**config.mk**
```make
export PLATFORM = sky130hd
export DESIGN_NAME = dram_sref_seq
export DESIGN_NICKNAME = d
export VERILOG_FILES = /design/src/rtl/sref_pkg.sv /design/src/rtl/sref_idle_cnt.sv /design/src/rtl/sref_dwell_timer.sv /design/src/rtl/sref_rank_drive.sv /design/src/rtl/dram_sref_seq.sv
export SDC_FILE = /design/constraint.sdc
export NUM_CORES = 1
export LEC_CHECK = 0
export CAP_MARGIN = 20
export CORE_ASPECT_RATIO = 1.5
export CORE_UTILIZATION = 53
export CTS_CLUSTER_SIZE = 25
export DETAILED_ROUTE_END_ITERATION = 10
export GPL_TIMING_DRIVEN = 1
export PLACE_DENSITY = 0.91
export SYNTH_ARGS = -nofsm -noshare
export SYNTH_HDL_FRONTEND = slang
export SYNTH_HIERARCHICAL = 1
export SYNTH_SLANG_ARGS = --single-unit
```
**constraint.sdc**
```tcl
create_clock -name clk -period 3.67 [get_ports clk]
set_input_delay 0.734 -clock clk [delete_from_list [all_inputs] [get_ports clk]]
set_output_delay 0.734 -clock clk [all_outputs]
set_load 0.005 [all_outputs]
```
**src/rtl/sref_pkg.sv**
```systemverilog
package sref_pkg;

   typedef enum logic [2:0] {
      ST_ACTIVE     = 3'd0,
      ST_SR_ENTER   = 3'd1,
      ST_IN_SR      = 3'd2,
      ST_CK_RESTART = 3'd3,
      ST_CKE_WAIT   = 3'd4,
      ST_NOP_WAIT   = 3'd5,
      ST_ZQ_ISSUE   = 3'd6,
      ST_DONE       = 3'd7
   } sref_state_e;

   typedef enum logic [1:0] {
      CMD_NONE = 2'd0,
      CMD_NOP  = 2'd1,
      CMD_SRE  = 2'd2,
      CMD_ZQCL = 2'd3
   } sref_cmd_e;

   // clock cycles driven before any other exit step
   localparam int CK_RESTART_CYCLES = 4;

endpackage

```
**src/rtl/sref_idle_cnt.sv**
```systemverilog
module sref_idle_cnt #(
   parameter int IDLE_W = 16
) (
   input  logic              clk,
   input  logic              rst_n,
   input  logic              count_en_i,
   input  logic              busy_i,
   input  logic              auto_en_i,
   input  logic [IDLE_W-1:0] thresh_i,
   output logic              hit_o
);

   logic [IDLE_W-1:0] cnt_q;
   logic [IDLE_W-1:0] thr_m1;

   assign thr_m1 = (thresh_i == '0) ? '0 : thresh_i - IDLE_W'(1);

   always_ff @(posedge clk or negedge rst_n) begin
      if (!rst_n) begin
         cnt_q <= '0;
      end else if (!count_en_i || busy_i) begin
         cnt_q <= '0;
      end else if (cnt_q != '1) begin
         cnt_q <= cnt_q + IDLE_W'(1);
      end
   end

   assign hit_o = auto_en_i && count_en_i && !busy_i && (cnt_q >= thr_m1);


   idle_clear_chk: assert property (@(posedge clk) disable iff (!rst_n)
      busy_i |=> (cnt_q == '0));

endmodule

```
**src/rtl/sref_dwell_timer.sv**
```systemverilog
module sref_dwell_timer #(
   parameter int T_W = 8
) (
   input  logic           clk,
   input  logic           rst_n,
   input  logic           load_i,
   input  logic [T_W-1:0] load_val_i,
   output logic           zero_o
);

   logic [T_W-1:0] cnt_q;

   always_ff @(posedge clk or negedge rst_n) begin
      if (!rst_n) begin
         cnt_q <= '0;
      end else if (load_i) begin
         cnt_q <= load_val_i;
      end else if (cnt_q != '0) begin
         cnt_q <= cnt_q - T_W'(1);
      end
   end

   assign zero_o = (cnt_q == '0);

endmodule

```
**src/rtl/sref_rank_drive.sv**
```systemverilog
module sref_rank_drive #(
   parameter int MAX_RANKS = 4,
   parameter int RANK_CW   = 3,
   parameter int RIDX_W    = 2
) (
   input  logic [RANK_CW-1:0]   rank_cnt_i,
   input  logic                 cke_on_i,
   input  logic                 drive_i,
   input  logic                 zq_sel_i,
   input  logic [RIDX_W-1:0]    zq_idx_i,
   output logic [MAX_RANKS-1:0] cke_o,
   output logic [MAX_RANKS-1:0] sel_o
);

   for (genvar r = 0; r < MAX_RANKS; r++) begin : g_rank
      logic populated;
      assign populated = (RANK_CW'(r) < rank_cnt_i);
      assign cke_o[r]  = cke_on_i && populated;
      assign sel_o[r]  = zq_sel_i ? (populated && (zq_idx_i == RIDX_W'(r)))
                                  : (drive_i && populated);
   end

endmodule

```
**src/rtl/dram_sref_seq.sv**
```systemverilog
module dram_sref_seq
   import sref_pkg::*;
#(
   parameter int IDLE_W       = 16,
   parameter int T_W          = 8,
   parameter int MAX_RANKS    = 4,
   parameter bit HAS_DLL_CTRL = 1'b1,
   localparam int RANK_CW     = $clog2(MAX_RANKS + 1),
   localparam int RIDX_W      = (MAX_RANKS > 1) ? $clog2(MAX_RANKS) : 1
) (
   input  logic                 clk,
   input  logic                 rst_n,
   input  logic                 cfg_auto_en_i,
   input  logic [IDLE_W-1:0]    cfg_idle_thresh_i,
   input  logic [T_W-1:0]       cfg_cke_settle_i,
   input  logic [T_W-1:0]       cfg_xs_nops_i,
   input  logic [T_W-1:0]       cfg_zq_gap_i,
   input  logic [RANK_CW-1:0]   cfg_rank_cnt_i,
   input  logic                 cfg_dll_off_en_i,
   input  logic                 mc_req_i,
   input  logic                 mc_drained_i,
   input  logic                 pwr_enter_req_i,
   input  logic                 pwr_exit_req_i,
   input  logic                 pll_ready_i,
   output logic                 dram_ck_en_o,
   output logic [MAX_RANKS-1:0] dram_cke_o,
   output logic [1:0]           dram_cmd_o,
   output logic [MAX_RANKS-1:0] dram_rank_sel_o,
   output logic                 sched_en_o,
   output logic                 txn_stall_o,
   output logic                 dll_off_req_o
);

   // elaboration-time parameter checks
   if (MAX_RANKS < 1 || MAX_RANKS > 8) begin : g_bad_ranks
      $error("dram_sref_seq: MAX_RANKS must lie in 1..8");
   end
   if (T_W < 3) begin : g_bad_tw
      $error("dram_sref_seq: T_W must hold the clock restart count");
   end
   if (IDLE_W < 1) begin : g_bad_idle
      $error("dram_sref_seq: IDLE_W must be positive");
   end

   sref_state_e        state_q, state_d;
   logic               wake_pend_q;
   logic [RIDX_W-1:0]  zq_idx_q;
   logic               zq_gap_q;
   logic               t_load;
   logic [T_W-1:0]     t_val;
   logic               t_zero;
   logic               idle_hit;
   logic               wake_now;
   logic               enter_ok;
   logic [RANK_CW-1:0] ranks_eff;
   logic [RIDX_W-1:0]  last_idx;
   logic [T_W-1:0]     settle_m1, xs_m1, gap_m1;
   logic               cke_on, drive_all, zq_sel;
   logic [MAX_RANKS-1:0] pop_mask;

   // effective rank count clamped to 1..MAX_RANKS
   always_comb begin
      if (cfg_rank_cnt_i == '0)                          ranks_eff = RANK_CW'(1);
      else if (cfg_rank_cnt_i > RANK_CW'(MAX_RANKS))     ranks_eff = RANK_CW'(MAX_RANKS);
      else                                               ranks_eff = cfg_rank_cnt_i;
   end
   assign last_idx = RIDX_W'(ranks_eff - RANK_CW'(1));

   always_comb begin
      for (int i = 0; i < MAX_RANKS; i++) begin
         pop_mask[i] = (RANK_CW'(i) < ranks_eff);
      end
   end

   assign settle_m1 = (cfg_cke_settle_i == '0) ? '0 : cfg_cke_settle_i - T_W'(1);
   assign xs_m1     = (cfg_xs_nops_i    == '0) ? '0 : cfg_xs_nops_i    - T_W'(1);
   assign gap_m1    = (cfg_zq_gap_i     == '0) ? '0 : cfg_zq_gap_i     - T_W'(1);

   assign wake_now = pwr_exit_req_i || mc_req_i;
   assign enter_ok = pwr_enter_req_i && mc_drained_i && !mc_req_i;

   sref_idle_cnt #(.IDLE_W(IDLE_W)) idle_i (
      .clk        (clk),
      .rst_n      (rst_n),
      .count_en_i (state_q == ST_ACTIVE),
      .busy_i     (mc_req_i || !mc_drained_i),
      .auto_en_i  (cfg_auto_en_i),
      .thresh_i   (cfg_idle_thresh_i),
      .hit_o      (idle_hit)
   );

   sref_dwell_timer #(.T_W(T_W)) timer_i (
      .clk        (clk),
      .rst_n      (rst_n),
      .load_i     (t_load),
      .load_val_i (t_val),
      .zero_o     (t_zero)
   );

   // next-state and dwell loading
   always_comb begin
      state_d = state_q;
      t_load  = 1'b0;
      t_val   = '0;
      unique case (state_q)
         ST_ACTIVE: begin
            if (idle_hit || enter_ok) state_d = ST_SR_ENTER;
         end
         ST_SR_ENTER: state_d = ST_IN_SR;
         ST_IN_SR: begin
            if ((wake_pend_q || wake_now) && pll_ready_i) begin
               state_d = ST_CK_RESTART;
               t_load  = 1'b1;
               t_val   = T_W'(CK_RESTART_CYCLES - 1);
            end
         end
         ST_CK_RESTART: begin
            if (t_zero) begin
               state_d = ST_CKE_WAIT;
               t_load  = 1'b1;
               t_val   = settle_m1;
            end
         end
         ST_CKE_WAIT: begin
            if (t_zero) begin
               state_d = ST_NOP_WAIT;
               t_load  = 1'b1;
               t_val   = xs_m1;
            end
         end
         ST_NOP_WAIT: begin
            if (t_zero) state_d = ST_ZQ_ISSUE;
         end
         ST_ZQ_ISSUE: begin
            if (!zq_gap_q) begin
               if (cfg_zq_gap_i == '0) begin
                  if (zq_idx_q == last_idx) state_d = ST_DONE;
               end else begin
                  t_load = 1'b1;
                  t_val  = gap_m1;
               end
            end else if (t_zero && (zq_idx_q == last_idx)) begin
               state_d = ST_DONE;
            end
         end
         ST_DONE: state_d = ST_ACTIVE;
         default: state_d = ST_ACTIVE;
      endcase
   end

   always_ff @(posedge clk or negedge rst_n) begin
      if (!rst_n) state_q <= ST_ACTIVE;
      else        state_q <= state_d;
   end

   // wake held from the entry cycle until self refresh is left
   always_ff @(posedge clk or negedge rst_n) begin
      if (!rst_n) begin
         wake_pend_q <= 1'b0;
      end else if (state_q == ST_SR_ENTER || state_q == ST_IN_SR) begin
         if (state_d == ST_CK_RESTART) wake_pend_q <= 1'b0;
         else if (wake_now)            wake_pend_q <= 1'b1;
      end else begin
         wake_pend_q <= 1'b0;
      end
   end

   // rank walk for ZQ calibration
   always_ff @(posedge clk or negedge rst_n) begin
      if (!rst_n) begin
         zq_idx_q <= '0;
         zq_gap_q <= 1'b0;
      end else if (state_q != ST_ZQ_ISSUE) begin
         zq_idx_q <= '0;
         zq_gap_q <= 1'b0;
      end else if (!zq_gap_q) begin
         if (cfg_zq_gap_i == '0) zq_idx_q <= zq_idx_q + RIDX_W'(1);
         else                    zq_gap_q <= 1'b1;
      end else if (t_zero) begin
         zq_gap_q <= 1'b0;
         zq_idx_q <= zq_idx_q + RIDX_W'(1);
      end
   end

   // output decode
   always_comb begin
      cke_on     = 1'b0;
      drive_all  = 1'b1;
      zq_sel     = 1'b0;
      dram_cmd_o = CMD_NOP;
      unique case (state_q)
         ST_ACTIVE: begin
            cke_on     = 1'b1;
            drive_all  = 1'b0;
            dram_cmd_o = CMD_NONE;
         end
         ST_SR_ENTER: dram_cmd_o = CMD_SRE;
         ST_NOP_WAIT, ST_DONE: cke_on = 1'b1;
         ST_ZQ_ISSUE: begin
            cke_on = 1'b1;
            if (!zq_gap_q) begin
               zq_sel     = 1'b1;
               dram_cmd_o = CMD_ZQCL;
            end
         end
         default: ;
      endcase
   end

   sref_rank_drive #(
      .MAX_RANKS (MAX_RANKS),
      .RANK_CW   (RANK_CW),
      .RIDX_W    (RIDX_W)
   ) rank_i (
      .rank_cnt_i (ranks_eff),
      .cke_on_i   (cke_on),
      .drive_i    (drive_all),
      .zq_sel_i   (zq_sel),
      .zq_idx_i   (zq_idx_q),
      .cke_o      (dram_cke_o),
      .sel_o      (dram_rank_sel_o)
   );

   assign dram_ck_en_o = (state_q != ST_IN_SR);
   assign sched_en_o   = (state_q == ST_ACTIVE);
   assign txn_stall_o  = (state_q != ST_ACTIVE);

   if (HAS_DLL_CTRL) begin : g_dll
      assign dll_off_req_o = cfg_dll_off_en_i && (state_q == ST_IN_SR);
   end else begin : g_no_dll
      assign dll_off_req_o = 1'b0;
   end


   sre_then_sr_chk: assert property (@(posedge clk) disable iff (!rst_n)
      (dram_cmd_o == CMD_SRE) |=> (!dram_ck_en_o && (dram_cke_o == '0)));


   wake_held_chk: assert property (@(posedge clk) disable iff (!rst_n)
      (state_q == ST_SR_ENTER && wake_now) |=> wake_pend_q);


   pll_hold_chk: assert property (@(posedge clk) disable iff (!rst_n)
      (state_q == ST_IN_SR && !pll_ready_i) |=> (state_q == ST_IN_SR));


   cke_after_clock_chk: assert property (@(posedge clk) disable iff (!rst_n)
      $rose(dram_cke_o[0]) |-> ($past(dram_ck_en_o) && $past(dram_cmd_o) == CMD_NOP));


   zq_onehot_chk: assert property (@(posedge clk) disable iff (!rst_n)
      (dram_cmd_o == CMD_ZQCL) |-> ($countones(dram_rank_sel_o) == 1 && dram_cke_o[0]));


   sched_return_chk: assert property (@(posedge clk) disable iff (!rst_n)
      $rose(sched_en_o) |-> ($past(state_q) == ST_DONE));


   dll_after_entry_chk: assert property (@(posedge clk) disable iff (!rst_n)
      dll_off_req_o |-> ($past(dram_cmd_o) == CMD_SRE || $past(dll_off_req_o)));


   unused_rank_chk: assert property (@(posedge clk) disable iff (!rst_n)
      ((dram_cke_o | dram_rank_sel_o) & ~pop_mask) == '0);

endmodule

```
==> results.yml <==
global_routing:
  grt_max_degree: 32
  overflow: 0
  grt_pass1_wl_um: 15000
  grt_pass1_vias: 3675
  track_usage_pct: 28.7
  antenna_found_initial: 0
clocking:
  cts_setup_buffers: 0
  clockRootBuffer: "clkbuf_8"
  ctsHoldBuffers: 0
  htree_levels: 2
  clkLatencyLatePin_ns: 0.29
  ctsResizeCount: 0
  clkSinkCount: 31
  cts.clk_slew.worst_paths_ns: 0.07
  clock_path_buffers: 2
  cts_tree: "yes"
  cts_made_buffers: 5
timing:
  slew_viol_final: 0
  finalCritPeriodShare_pct: 95.2
  fin_skew_ns: 0.0107
  setup_viol: 0
  rsz0062_at_grt: "false"
  relSlewSlack_pct: 61.0
  setup-tns-final_ns: 0
  period_minus_slack_ns: 3.49
  max_freq_mhz: 286
  hold_viol: 0
  tightest_slew_ns: 0.579
routing:
  drtIter0Drc: 231
  dr.pass1.iters: 5
  wire_per_inst_um: 16.0
  vias: 3627
  avgViaCountPerCell: 6.36
  wl_um: 9100
  drc_errors: 0
  ant_nets: 0
synth:
  synth_nets: 493
  async_flop_share_pct: 100
  ys_seq_area_share_pct: 23.2
  synth_flop_cell: "dfrtp_1"
  synthesis.area_um2: 3350
  yosys_warnings: 6
  synth_cell_types: 70
  synth_edf_count: 0
  synth_seq_cells: 31
  syn_area_per_cell_um2: 8.07
  synthCells: 415
critical_path:
  r2r-start: "timer_i/cnt_q[0]$_DFFE_PN0P_"
  cp_max_fo: 3
  cp_data_required_time_ns: 3.89
  r2r_slack_ns: 0.87
  regToRegEndpoint: "timer_i/cnt_q[5]$_DFFE_PN0P_"
  worst_setup_path_start_kind: "input port"
  endpoint: "state_q[0]$_DFF_PN0_"
  crit_path_end_kind: "flop"
  path_class: "input port to flop"
  crit_arrival_ns: 3.71
  startpoint: "cfg_idle_thresh_i[9]"
  reg2reg_depth: 11
power:
  peakVddDrop_mv: 0.188
  p_int_mw: 0.887
  power_mw: 1.38
  p_sw_share_pct: 35.7
  combPwrFrac_pct: 38.2
  p_switching_mw: 0.492
  clkPwrFrac_pct: 26.2
  leakagePower_nw: 1.73
  powerDensity_nw_per_um2: 322
  p_seq_share_pct: 35.6
placement:
  hpwlAfterDp_um: 7320
  portBuffers: 65
  post_dp_cell_area_um2: 4170
  gp_congestion: 0.939
die:
  die_x_um: 66.9
  die-area_um2: 6650
  start_util_pct: 54.7
  die_h_um: 99.4
  row_count: 35
  boundaryPins: 66
  coreArea_um2: 6130
job:
  maxCapViolCount: 0
min_path:
  worst_hold_path_type: "flop to flop"
final_layout:
  insertedDiodeCount: 0
  drive_above_1_share_pct: 9.68
  nets: 573
  area_growth_pct: 27.9
  fin_area_um2: 4280
  fin_util_pct: 69.9
status:
  status: "finished, final reports clean"
## synth_stat cells (all sizes together), types with 2 or more instances
cell type	instances	area (um^2)
xnor2	19	166
a31oi	3	18.8
nor4b	2	17.5
clkbuf	6	23.8
mux2i	3	30.0
nand3b	6	48.8
o221ai	4	35.0
o21a	7	52.6
nor3b	4	30.0
buf	3	30.0
or3	11	75.1
inv	26	97.6
o31ai	9	86.3
o21ai	23	115
a2111oi	3	26.3
a21boi	3	22.5
o31a	2	17.5
nand3	15	75.1
or4	9	71.3
and4	5	43.8
a221oi	2	17.5
nand2	39	151
a2bb2oi	2	17.5
o41ai	3	52.6
nand2b	4	25.0
or2	2	12.5
and3	5	31.3
nor3	16	80.1
o311ai	4	35.0
xor2	6	52.6
nor4	9	83.8
nor2b	6	37.5
a21o	6	45.0
and2	5	31.3
dfrtp	31	776
ha	26	325
a311oi	2	17.5
nor2	30	113
o211ai	3	22.5
nand4b	2	17.5
and4bb	2	25.0
nand4	10	62.6
a21oi	24	120
or3b	4	35.0
## layout by cell type (no fill, tap or decap), types with 7 or more instances in the layout
cell type	count
buf_4	18
o21a_1	7
o21ai_0	22
nand3_1	15
inv_1	26
a21oi_1	24
nand4_1	10
o31ai_1	7
xnor2_1	19
or4_1	8
dfrtp_1	31
clkdlybuf4s50_1	65
nor3_1	16
ha_1	26
nand2_1	37
nor2_1	30
or3_1	9
## kinds of logic after synthesis
family / synth area share (%)
multiplexers: 0.896
flip-flops: 23.2
buffers and inverters: 4.78
AND/OR/NAND/NOR: 32.4
adder cells (fa/ha/maj): 9.71
XOR/XNOR: 6.53
AO/OA/AOI/OAI: 22.6
## final cells by class
type / instances / area, um^2
clock buffers: 6 / 82.6
inverters: 26 / 97.6
fillers: 502 / 1850
clock inverters: 2 / 35.0
repair buffers: 83 / 786
well taps: 74 / 92.6
multi-input cells: 348 / 2410
flip-flops and latches: 31 / 776
## critical path, stage by stage
cell,delay (ns)
clkdlybuf4s50_1,0.44
nor4_2,0.34
nand3_1,0.16
buf_4,0.17
nor3_1,0.27
mux2i_1,0.15
ha_1,0.31
and4_1,0.21
nand2_1,0.07
or4_1,0.52
a31oi_1,0.16
a311oi_1,0.07
a21oi_1,0.12
## power groups by stage
stage          registers, mW  logic, mW  clock network (mW)
2_1_floorplan          0.460      0.330                   0
3_3_place_gp           0.488      0.498                   0
3_5_place_dp           0.493      0.519                   0
4_1_cts                0.487      0.524               0.362
5_1_grt                0.499      0.583               0.376
6_report               0.491      0.527               0.361
## per-stage QoR
stage | cells | hold slack (ns) | setup WS, ns
CTS | 570 | 0.607 | 0.210
finish | 570 | 0.618 | 0.177
detailed placement | 562 | 0.594 | -0.0898
global route | 570 | 0.651 | 0.0331
global placement | 562 | 0.576 | 0.00141
floorplan | 415 | 0.438 | 0.460
## sequential cells by signal, indices dropped and copies added, names as in the netlist
signal         cells
state_q            3
zq_gap_q           1
zq_idx_q           2
wake_pend_q        1
idle_i/cnt_q      16
timer_i/cnt_q      8
## how the worst min path moves through the flow
stage | from | to | slack, ns | cells past startpoint
2_1_floorplan | rst_n | idle_i/cnt_q[0]$_DFFE_PN0P_ | 0.44 | 0
3_3_place_gp | wake_pend_q$_DFFE_PN0P_ | wake_pend_q$_DFFE_PN0P_ | 0.58 | 2
3_5_place_dp | idle_i/cnt_q[13]$_DFFE_PN0P_ | idle_i/cnt_q[13]$_DFFE_PN0P_ | 0.59 | 1
4_1_cts | idle_i/cnt_q[13]$_DFFE_PN0P_ | idle_i/cnt_q[13]$_DFFE_PN0P_ | 0.61 | 1
5_1_grt | idle_i/cnt_q[7]$_DFFE_PN0P_ | idle_i/cnt_q[7]$_DFFE_PN0P_ | 0.65 | 2
6_report | idle_i/cnt_q[1]$_DFFE_PN0P_ | idle_i/cnt_q[1]$_DFFE_PN0P_ | 0.62 | 2
## layer usage
layer	global-route usage [%]	routed length, um	vias up
met1	27.3	3350	1686
met4	17.3	397	0
li1	-	-	1726
met2	54.8	4870	169
met3	4.47	484	46
met5	0	0	-
(Power assumes the default switching activity.)
